<file path="src/rtl/uart_reg_pkg.sv">
package uart_reg_pkg;
  localparam int REG_AW = 6;
  localparam logic [REG_AW-1:0] OFS_DATA  = 6'h00;
  localparam logic [REG_AW-1:0] OFS_LSR   = 6'h04;
  localparam logic [REG_AW-1:0] OFS_MSR   = 6'h08;
  localparam logic [REG_AW-1:0] OFS_LCR   = 6'h0C;
  localparam logic [REG_AW-1:0] OFS_MCR   = 6'h10;
  localparam logic [REG_AW-1:0] OFS_DIVL  = 6'h14;
  localparam logic [REG_AW-1:0] OFS_DIVH  = 6'h18;
  localparam logic [REG_AW-1:0] OFS_ISC   = 6'h1C;
  localparam logic [REG_AW-1:0] OFS_TXLVL = 6'h20;
  localparam logic [REG_AW-1:0] OFS_RXLVL = 6'h24;
  localparam int  LCR_BRK_BIT = 5;
  localparam logic [7:0] MCR_MASK = 8'h1F;

  typedef struct packed {
    logic brk;
    logic frm;
    logic ovr;
    logic par;
  } err_flags_t;
endpackage

</file>
<file path="src/rtl/uart_fifo.sv">
module uart_fifo #(
  parameter int W     = 8,
  parameter int DEPTH = 128,
  localparam int AW   = (DEPTH > 1) ? $clog2(DEPTH) : 1,
  localparam int CW   = $clog2(DEPTH + 1)
) (
  input  logic          clk_i,
  input  logic          rst_ni,
  input  logic          flush_i,
  input  logic          push_i,
  input  logic [W-1:0]  din_i,
  input  logic          pop_i,
  output logic [W-1:0]  dout_o,
  output logic [CW-1:0] cnt_o,
  output logic          full_o,
  output logic          empty_o
);
  logic [W-1:0]  mem [DEPTH];
  logic [AW-1:0] wp_q, rp_q;
  logic [CW-1:0] cnt_q;
  logic do_push, do_pop;

  assign full_o  = (cnt_q == CW'(DEPTH));
  assign empty_o = (cnt_q == '0);
  assign do_push = push_i & ~full_o;
  assign do_pop  = pop_i & ~empty_o;
  assign dout_o  = mem[rp_q];
  assign cnt_o   = cnt_q;

  function automatic logic [AW-1:0] nxt(input logic [AW-1:0] p);
    return (p == AW'(DEPTH - 1)) ? '0 : p + 1'b1;
  endfunction

  always_ff @(posedge clk_i or negedge rst_ni) begin
    if (!rst_ni) begin
      wp_q  <= '0;
      rp_q  <= '0;
      cnt_q <= '0;
    end else if (flush_i) begin
      wp_q  <= '0;
      rp_q  <= '0;
      cnt_q <= '0;
    end else begin
      if (do_push) wp_q <= nxt(wp_q);
      if (do_pop)  rp_q <= nxt(rp_q);
      if (do_push && !do_pop)      cnt_q <= cnt_q + 1'b1;
      else if (do_pop && !do_push) cnt_q <= cnt_q - 1'b1;
    end
  end

  always_ff @(posedge clk_i) begin
    if (do_push && !flush_i) mem[wp_q] <= din_i;
  end
endmodule

</file>
<file path="src/rtl/uart_err_flags.sv">
module uart_err_flags
  import uart_reg_pkg::*;
(
  input  logic       clk_i,
  input  logic       rst_ni,
  input  err_flags_t set_i,
  input  logic       clr_i,
  output err_flags_t flags_o
);
  err_flags_t flags_q;

  // a new event in the clearing cycle survives
  always_ff @(posedge clk_i or negedge rst_ni) begin
    if (!rst_ni) flags_q <= '0;
    else         flags_q <= (clr_i ? err_flags_t'('0) : flags_q) | set_i;
  end

  assign flags_o = flags_q;
endmodule

</file>
<file path="src/rtl/uart_irq.sv">
module uart_irq (
  input  logic       clk_i,
  input  logic       rst_ni,
  input  logic       en_we_i,
  input  logic [3:0] en_wdata_i,
  input  logic       rd_clr_i,
  input  logic       rx_cond_i,
  input  logic       tx_cond_i,
  output logic [3:0] en_o,
  output logic [1:0] st_o,
  output logic       irq_o
);
  logic [3:0] en_q;
  logic [1:0] st_q;

  always_ff @(posedge clk_i or negedge rst_ni) begin
    if (!rst_ni) begin
      en_q <= '0;
      st_q <= '0;
    end else begin
      if (en_we_i) en_q <= en_wdata_i;
      st_q <= rd_clr_i ? 2'b00 : (st_q | {rx_cond_i, tx_cond_i});
    end
  end

  assign en_o  = en_q;
  assign st_o  = st_q;
  assign irq_o = |(st_q & en_q[1:0]);
endmodule

</file>
<file path="src/rtl/uart_reg_if.sv">
module uart_reg_if
  import uart_reg_pkg::*;
#(
  parameter int FIFO_DEPTH = 128,
  parameter int CHAR_W     = 8,
  parameter int DATA_W     = 32,
  localparam int CW        = $clog2(FIFO_DEPTH + 1)
) (
  input  logic              clk_i,
  input  logic              rst_ni,
  input  logic              req_i,
  input  logic              we_i,
  input  logic [REG_AW-1:0] addr_i,
  input  logic [DATA_W-1:0] wdata_i,
  output logic [DATA_W-1:0] rdata_o,
  output logic [CHAR_W-1:0] tx_data_o,
  output logic              tx_valid_o,
  input  logic              tx_ready_i,
  input  logic [CHAR_W-1:0] rx_data_i,
  input  logic              rx_valid_i,
  input  logic              rx_perr_i,
  input  logic              rx_ferr_i,
  input  logic              rx_brk_i,
  input  logic [7:0]        msr_i,
  output logic [7:0]        lcr_o,
  output logic [7:0]        mcr_o,
  output logic [15:0]       div_lo_o,
  output logic [7:0]        div_hi_o,
  output logic              break_o,
  output logic              irq_o
);
  logic rd, wr;
  assign rd = req_i & ~we_i;
  assign wr = req_i &  we_i;

  logic [CHAR_W-1:0] rx_dout;
  logic [CW-1:0]     tx_cnt, rx_cnt;
  logic tx_full, tx_empty, rx_full, rx_empty;
  logic rx_flush;

  assign rx_flush   = wr && addr_i == OFS_RXLVL && wdata_i == '0;
  assign tx_valid_o = ~tx_empty;

  uart_fifo #(.W(CHAR_W), .DEPTH(FIFO_DEPTH)) u_tx_fifo (
    .clk_i, .rst_ni,
    .flush_i (1'b0),
    .push_i  (wr && addr_i == OFS_DATA),
    .din_i   (wdata_i[CHAR_W-1:0]),
    .pop_i   (tx_ready_i),
    .dout_o  (tx_data_o),
    .cnt_o   (tx_cnt),
    .full_o  (tx_full),
    .empty_o (tx_empty)
  );

  uart_fifo #(.W(CHAR_W), .DEPTH(FIFO_DEPTH)) u_rx_fifo (
    .clk_i, .rst_ni,
    .flush_i (rx_flush),
    .push_i  (rx_valid_i),
    .din_i   (rx_data_i),
    .pop_i   (rd && addr_i == OFS_DATA),
    .dout_o  (rx_dout),
    .cnt_o   (rx_cnt),
    .full_o  (rx_full),
    .empty_o (rx_empty)
  );

  err_flags_t err_set, err_flags;
  assign err_set = '{brk: rx_brk_i, frm: rx_ferr_i, ovr: rx_valid_i & rx_full, par: rx_perr_i};

  uart_err_flags u_err (
    .clk_i, .rst_ni,
    .set_i   (err_set),
    .clr_i   (rd && addr_i == OFS_LSR),
    .flags_o (err_flags)
  );

  logic [3:0] irq_en;
  logic [1:0] irq_st;

  uart_irq u_irq (
    .clk_i, .rst_ni,
    .en_we_i    (wr && addr_i == OFS_ISC),
    .en_wdata_i (wdata_i[7:4]),
    .rd_clr_i   (rd && addr_i == OFS_ISC),
    .rx_cond_i  (~rx_empty),
    .tx_cond_i  (~tx_full),
    .en_o       (irq_en),
    .st_o       (irq_st),
    .irq_o      (irq_o)
  );

  logic [7:0]  lcr_q, mcr_q, divh_q;
  logic [15:0] divl_q;

  always_ff @(posedge clk_i or negedge rst_ni) begin
    if (!rst_ni) begin
      lcr_q  <= '0;
      mcr_q  <= '0;
      divl_q <= '0;
      divh_q <= '0;
    end else if (wr) begin
      case (addr_i)
        OFS_LCR:  lcr_q  <= wdata_i[7:0];
        OFS_MCR:  mcr_q  <= wdata_i[7:0] & MCR_MASK;
        OFS_DIVL: divl_q <= wdata_i[15:0];
        OFS_DIVH: divh_q <= wdata_i[7:0];
        default: ;
      endcase
    end
  end

  assign lcr_o    = lcr_q;
  assign mcr_o    = mcr_q;
  assign div_lo_o = divl_q;
  assign div_hi_o = divh_q;
  assign break_o  = lcr_q[LCR_BRK_BIT];

  logic [7:0] lsr;
  assign lsr = {1'b0, tx_empty, err_flags, ~rx_empty, ~tx_full};

  always_comb begin
    rdata_o = '0;
    if (rd) begin
      case (addr_i)
        OFS_DATA:  rdata_o = rx_empty ? '0 : DATA_W'(rx_dout);
        OFS_LSR:   rdata_o = DATA_W'(lsr);
        OFS_MSR:   rdata_o = DATA_W'(msr_i);
        OFS_LCR:   rdata_o = DATA_W'(lcr_q);
        OFS_MCR:   rdata_o = DATA_W'(mcr_q);
        OFS_DIVL:  rdata_o = DATA_W'(divl_q);
        OFS_DIVH:  rdata_o = DATA_W'(divh_q);
        OFS_ISC:   rdata_o = DATA_W'({irq_en, 2'b00, irq_st});
        OFS_TXLVL: rdata_o = DATA_W'(tx_cnt);
        OFS_RXLVL: rdata_o = DATA_W'(rx_cnt);
        default:   rdata_o = '0;
      endcase
    end
  end
endmodule

</file>
<file path="config.mk">
export PLATFORM = sky130hd
export DESIGN_NAME = uart_reg_if
export DESIGN_NICKNAME = d
export VERILOG_FILES = /design/src/rtl/uart_reg_pkg.sv /design/src/rtl/uart_fifo.sv /design/src/rtl/uart_err_flags.sv /design/src/rtl/uart_irq.sv /design/src/rtl/uart_reg_if.sv
export SDC_FILE = /design/constraint.sdc
export NUM_CORES = 2
export LEC_CHECK = 0
export BUFFER_PORTS_ARGS = -buffer_cell sky130_fd_sc_hd__buf_4
export CORE_UTILIZATION = 56
export CTS_BUF_LIST = sky130_fd_sc_hd__clkbuf_16
export DETAILED_ROUTE_END_ITERATION = 7
export MAX_ROUTING_LAYER = met4
export PLACE_DENSITY = 0.82
export SETUP_SLACK_MARGIN = 0.5
export SLEW_MARGIN = 15
export SYNTH_ARGS = -nofsm -noshare
export SYNTH_HDL_FRONTEND = slang
export SYNTH_SLANG_ARGS = --single-unit
</file>
<file path="constraint.sdc">
create_clock -name clk_i -period 3.3 [get_ports clk_i]
set_input_delay 0.66 -clock clk_i [delete_from_list [all_inputs] [get_ports clk_i]]
set_output_delay 0.66 -clock clk_i [all_outputs]
set_load 0.05 [all_outputs]
</file>
==> flow_summary.toml <==
[clock_tree]
worstSkewPairLatency_ns = 0.84
cts_buffer_depth = 3
clk_pin_slew_worst_paths_ns = 0.07
cts_tree = "done"
htreeDepth = 4
cts_sinks = 2139
cts_buffers = 198
cts_root_buffer = "clkbuf_16"
cts_hold_buf = 0

[pwr]
power_frac_comb = 0.248
cellPowerDensity_nw_per_um2 = 711.2
internal_power_uw = 52130
switching_power_uw = 20700
ir_drop_mv = 0.5967
pwr-share-seq = 0.424
clockPowerShare = 0.329
p_leak_uw = 0.03321
total_power_uw = 72830
sw_frac_of_total = 0.2843

[grt]
grt_pass1_wl_um = 339400
grt_overflow_total = 0
track_usage = 0.3191
antenna_found_initial = 1
grt_pass1_vias = 48840
grt_max_degree = 129

[sta]
tightest_slew_ns = 1.592
holdWs_ns = 0.02258
min_period_over_period = 1.333
finClkSkew_ns = 0.08018
slew_viol_final = 17
setup_slack_ns = -1.099
finalCriticalPeriod_ns = 4.399
rsz0062_at_grt = "yes"
setup_viol = 16
fmax_ghz = 0.2273
slew_headroom = -0.06130
hold_viol = 0

[route]
wl_per_cell_um = 34.89
wirelength_um = 247000
route.detailed.drc = 0
drtIter0Drc = 7247
via_per_inst = 6.949
ant_nets = 0
vias = 49200
drt_pre_antenna_iters = 6

[setup_path]
path_common_cell = "buf_4"
start_kind = "register"
crit_chain = "buf_12 > buf_16 > buf_4 > buf_4 > mux2i_2 > a221oi_2 > a21oi_1 > nor2_1 > buf_4 > o211ai_1 > nand3_2 > buf_6"
crit_buf_inv = 6
worstPathArrival_ns = 3.74
slowest_delay_ns = 0.58
crit_path_max_fanout = 6
crit_required_ns = 2.64
cp-end-kind = "primary output"
cpMaxStageDelayCell = "o211ai_1"
crit_type = "register to primary output"
crit_family = "buffers and inverters"

[cells_and_area]
final_nets = 4975
area_growth_pct = 21.17
layout-drive-gt1-share = 0.3915

[outcome]
status = "complete, but fails checks"
violations = "capacitance limit, slew limit, setup timing"

[logic_synthesis]
synth_cells = 4169
ys_seq_area_frac = 0.7547
synth_edf_count = 2048
ys_warn_count = 0
synthesis.area_sq_um = 84510
yosys_most_used_dff = "edfxtp_1"
synth_area_per_cell_sq_um = 20.27
async_reset_ff_frac = 0.04254
ys_ff_latch = 2139
synth_cell_types = 76

[placed_design]
gp_congestion = 0.9336
port_buffers = 126
hpwl_um = 134800

[run]
cap_violations = 2

[floorplan]
dieHeight_um = 390.5
start_util = 0.5642
io_pins = 146
die_w_um = 390.5
fp-row-count = 142
die-area_sq_um = 152500
core-area_sq_um = 149800

[hold_path]
hp-class = "input pin to asynchronous set/reset pin"
-- worst paths after layout --
check | startpoint | endpoint | slack [ns] | depth (start not counted)
max | u_rx_fifo.rp_q[0] | rdata_o[3] | -1.10 | 12
min | rst_ni | div_lo_o[12] | 0.02 | 1
max reg2reg | u_rx_fifo.cnt_o[4] | u_rx_fifo.cnt_o[7] | 0.24 | 13
min reg2reg | u_err.flags_o[3] | u_err.flags_o[3] | 0.49 | 1
max in group asynchronous | rst_ni | u_tx_fifo.rp_q[2] | 2.41 | 1
min in group clk_i | rx_ferr_i | u_err.flags_o[2] | 0.03 | 2
-- layout make-up --
type / count / area (sq um)
multi-input cells: 1772 / 21880
diodes: 2 / 5.005
repair buffers: 761 / 7358
well taps: 2016 / 2522
flip-flops and latches: 2139 / 63810
clock buffers: 200 / 5005
clock inverters: 169 / 1735
inverters: 21 / 81.33
fillers: 8309 / 47380
-- routing by layer --
metal | global-route usage | routed length [um]
met1 | 0.3878 | 79680
met2 | 0.5014 | 120900
met3 | 0.06706 | 27970
met4 | 0.1804 | 18440
met5 | - | 0
-- registers in the layout, summed over array words and instances (netlist names) --
name / cells
div_hi_o: 8
div_lo_o: 16
u_rx_fifo.mem: 1024
lcr_o: 8
u_irq.st_o: 2
u_tx_fifo.wp_q: 7
u_rx_fifo.rp_q: 7
mcr_o: 5
u_irq.en_o: 4
u_tx_fifo.cnt_o: 8
u_rx_fifo.cnt_o: 8
u_tx_fifo.rp_q: 7
u_rx_fifo.wp_q: 7
u_tx_fifo.mem: 1024
u_err.flags_o: 4
-- Yosys cell counts (all sizes together), types with 22 or more instances --
master / instances / area, sq um
dfrtp: 91 / 2277
and3: 22 / 137.6
nor4: 27 / 175.2
buf: 125 / 794.5
mux4: 490 / 11040
a221oi: 54 / 479.2
a22oi: 40 / 300.3
o21ai: 48 / 240.2
o221ai: 22 / 192.7
mux2: 47 / 529.3
mux2i: 186 / 1862
clkbuf: 130 / 488.0
nor2: 333 / 1250
edfxtp: 2048 / 61500
nand2: 87 / 326.6
nand3: 27 / 135.1
a21oi: 71 / 355.3
o22ai: 42 / 262.8
-- power groups by stage --
stage          registers [uW]  clock network (uW)  logic [uW]
2_1_floorplan           31000                   0        9540
3_3_place_gp            31300                   0       14500
3_5_place_dp            31300                   0       14800
4_1_cts                 30800               23800       16100
5_1_grt                 30900               24900       18500
6_report                30900               23900       18000
-- per-stage QoR --
step	setup WS [ns]	instances	area [sq um]	util	setup TNS, ns
2_1_floorplan	-0.2923	4187	85350	-	-1.260
3_3_place_gp	-0.8123	6604	92210	0.6156	-722.80
3_5_place_dp	-0.7066	6604	92220	0.6157	-410.07
4_1_cts	-1.028	7021	100600	0.6716	-15.47
5_1_grt	-1.137	7078	102400	0.6837	-16.66
6_report	-1.099	7080	102400	0.6837	-16.44
-- what timing repair did --
action / in CTS / in global routing
setup endpoints to repair: 1047 / 916
buffers inserted: 45 / 49
resized for setup: 280 / 267
pin swaps: 37 / 59
gates cloned: 3 / 7
-- kinds of logic after synthesis --
logic type	share of synthesized area
AOI/OAI and AO/OA	0.03231
adders and majority gates	0.002991
and+or+nand+nor	0.03248
xor gates and xnor gates	0.002502
other	0.00004437
muxes	0.1589
DFF	0.7547
buffers and inverters	0.01611
-- layout by cell type, fill, tap and decap left out, types with 32 or more instances in the layout --
cell type,Yosys,final
nor2_1,333,152
edfxtp_1,2048,2048
o21ai_0,47,35
clkinv_1,0,44
mux2_2,47,45
nand2_1,87,69
a22oi_1,40,32
a221oi_1,53,33
dfrtp_1,91,77
mux2i_1,186,181
clkbuf_16,0,207
buf_4,58,598
a21oi_1,71,60
inv_1,21,43
buf_12,0,77
buf_6,7,55
nor2_2,0,49
nor2_4,0,132
mux4_2,490,490
clkinv_2,0,42
Note: power is estimated with default switching activity, not from simulation.
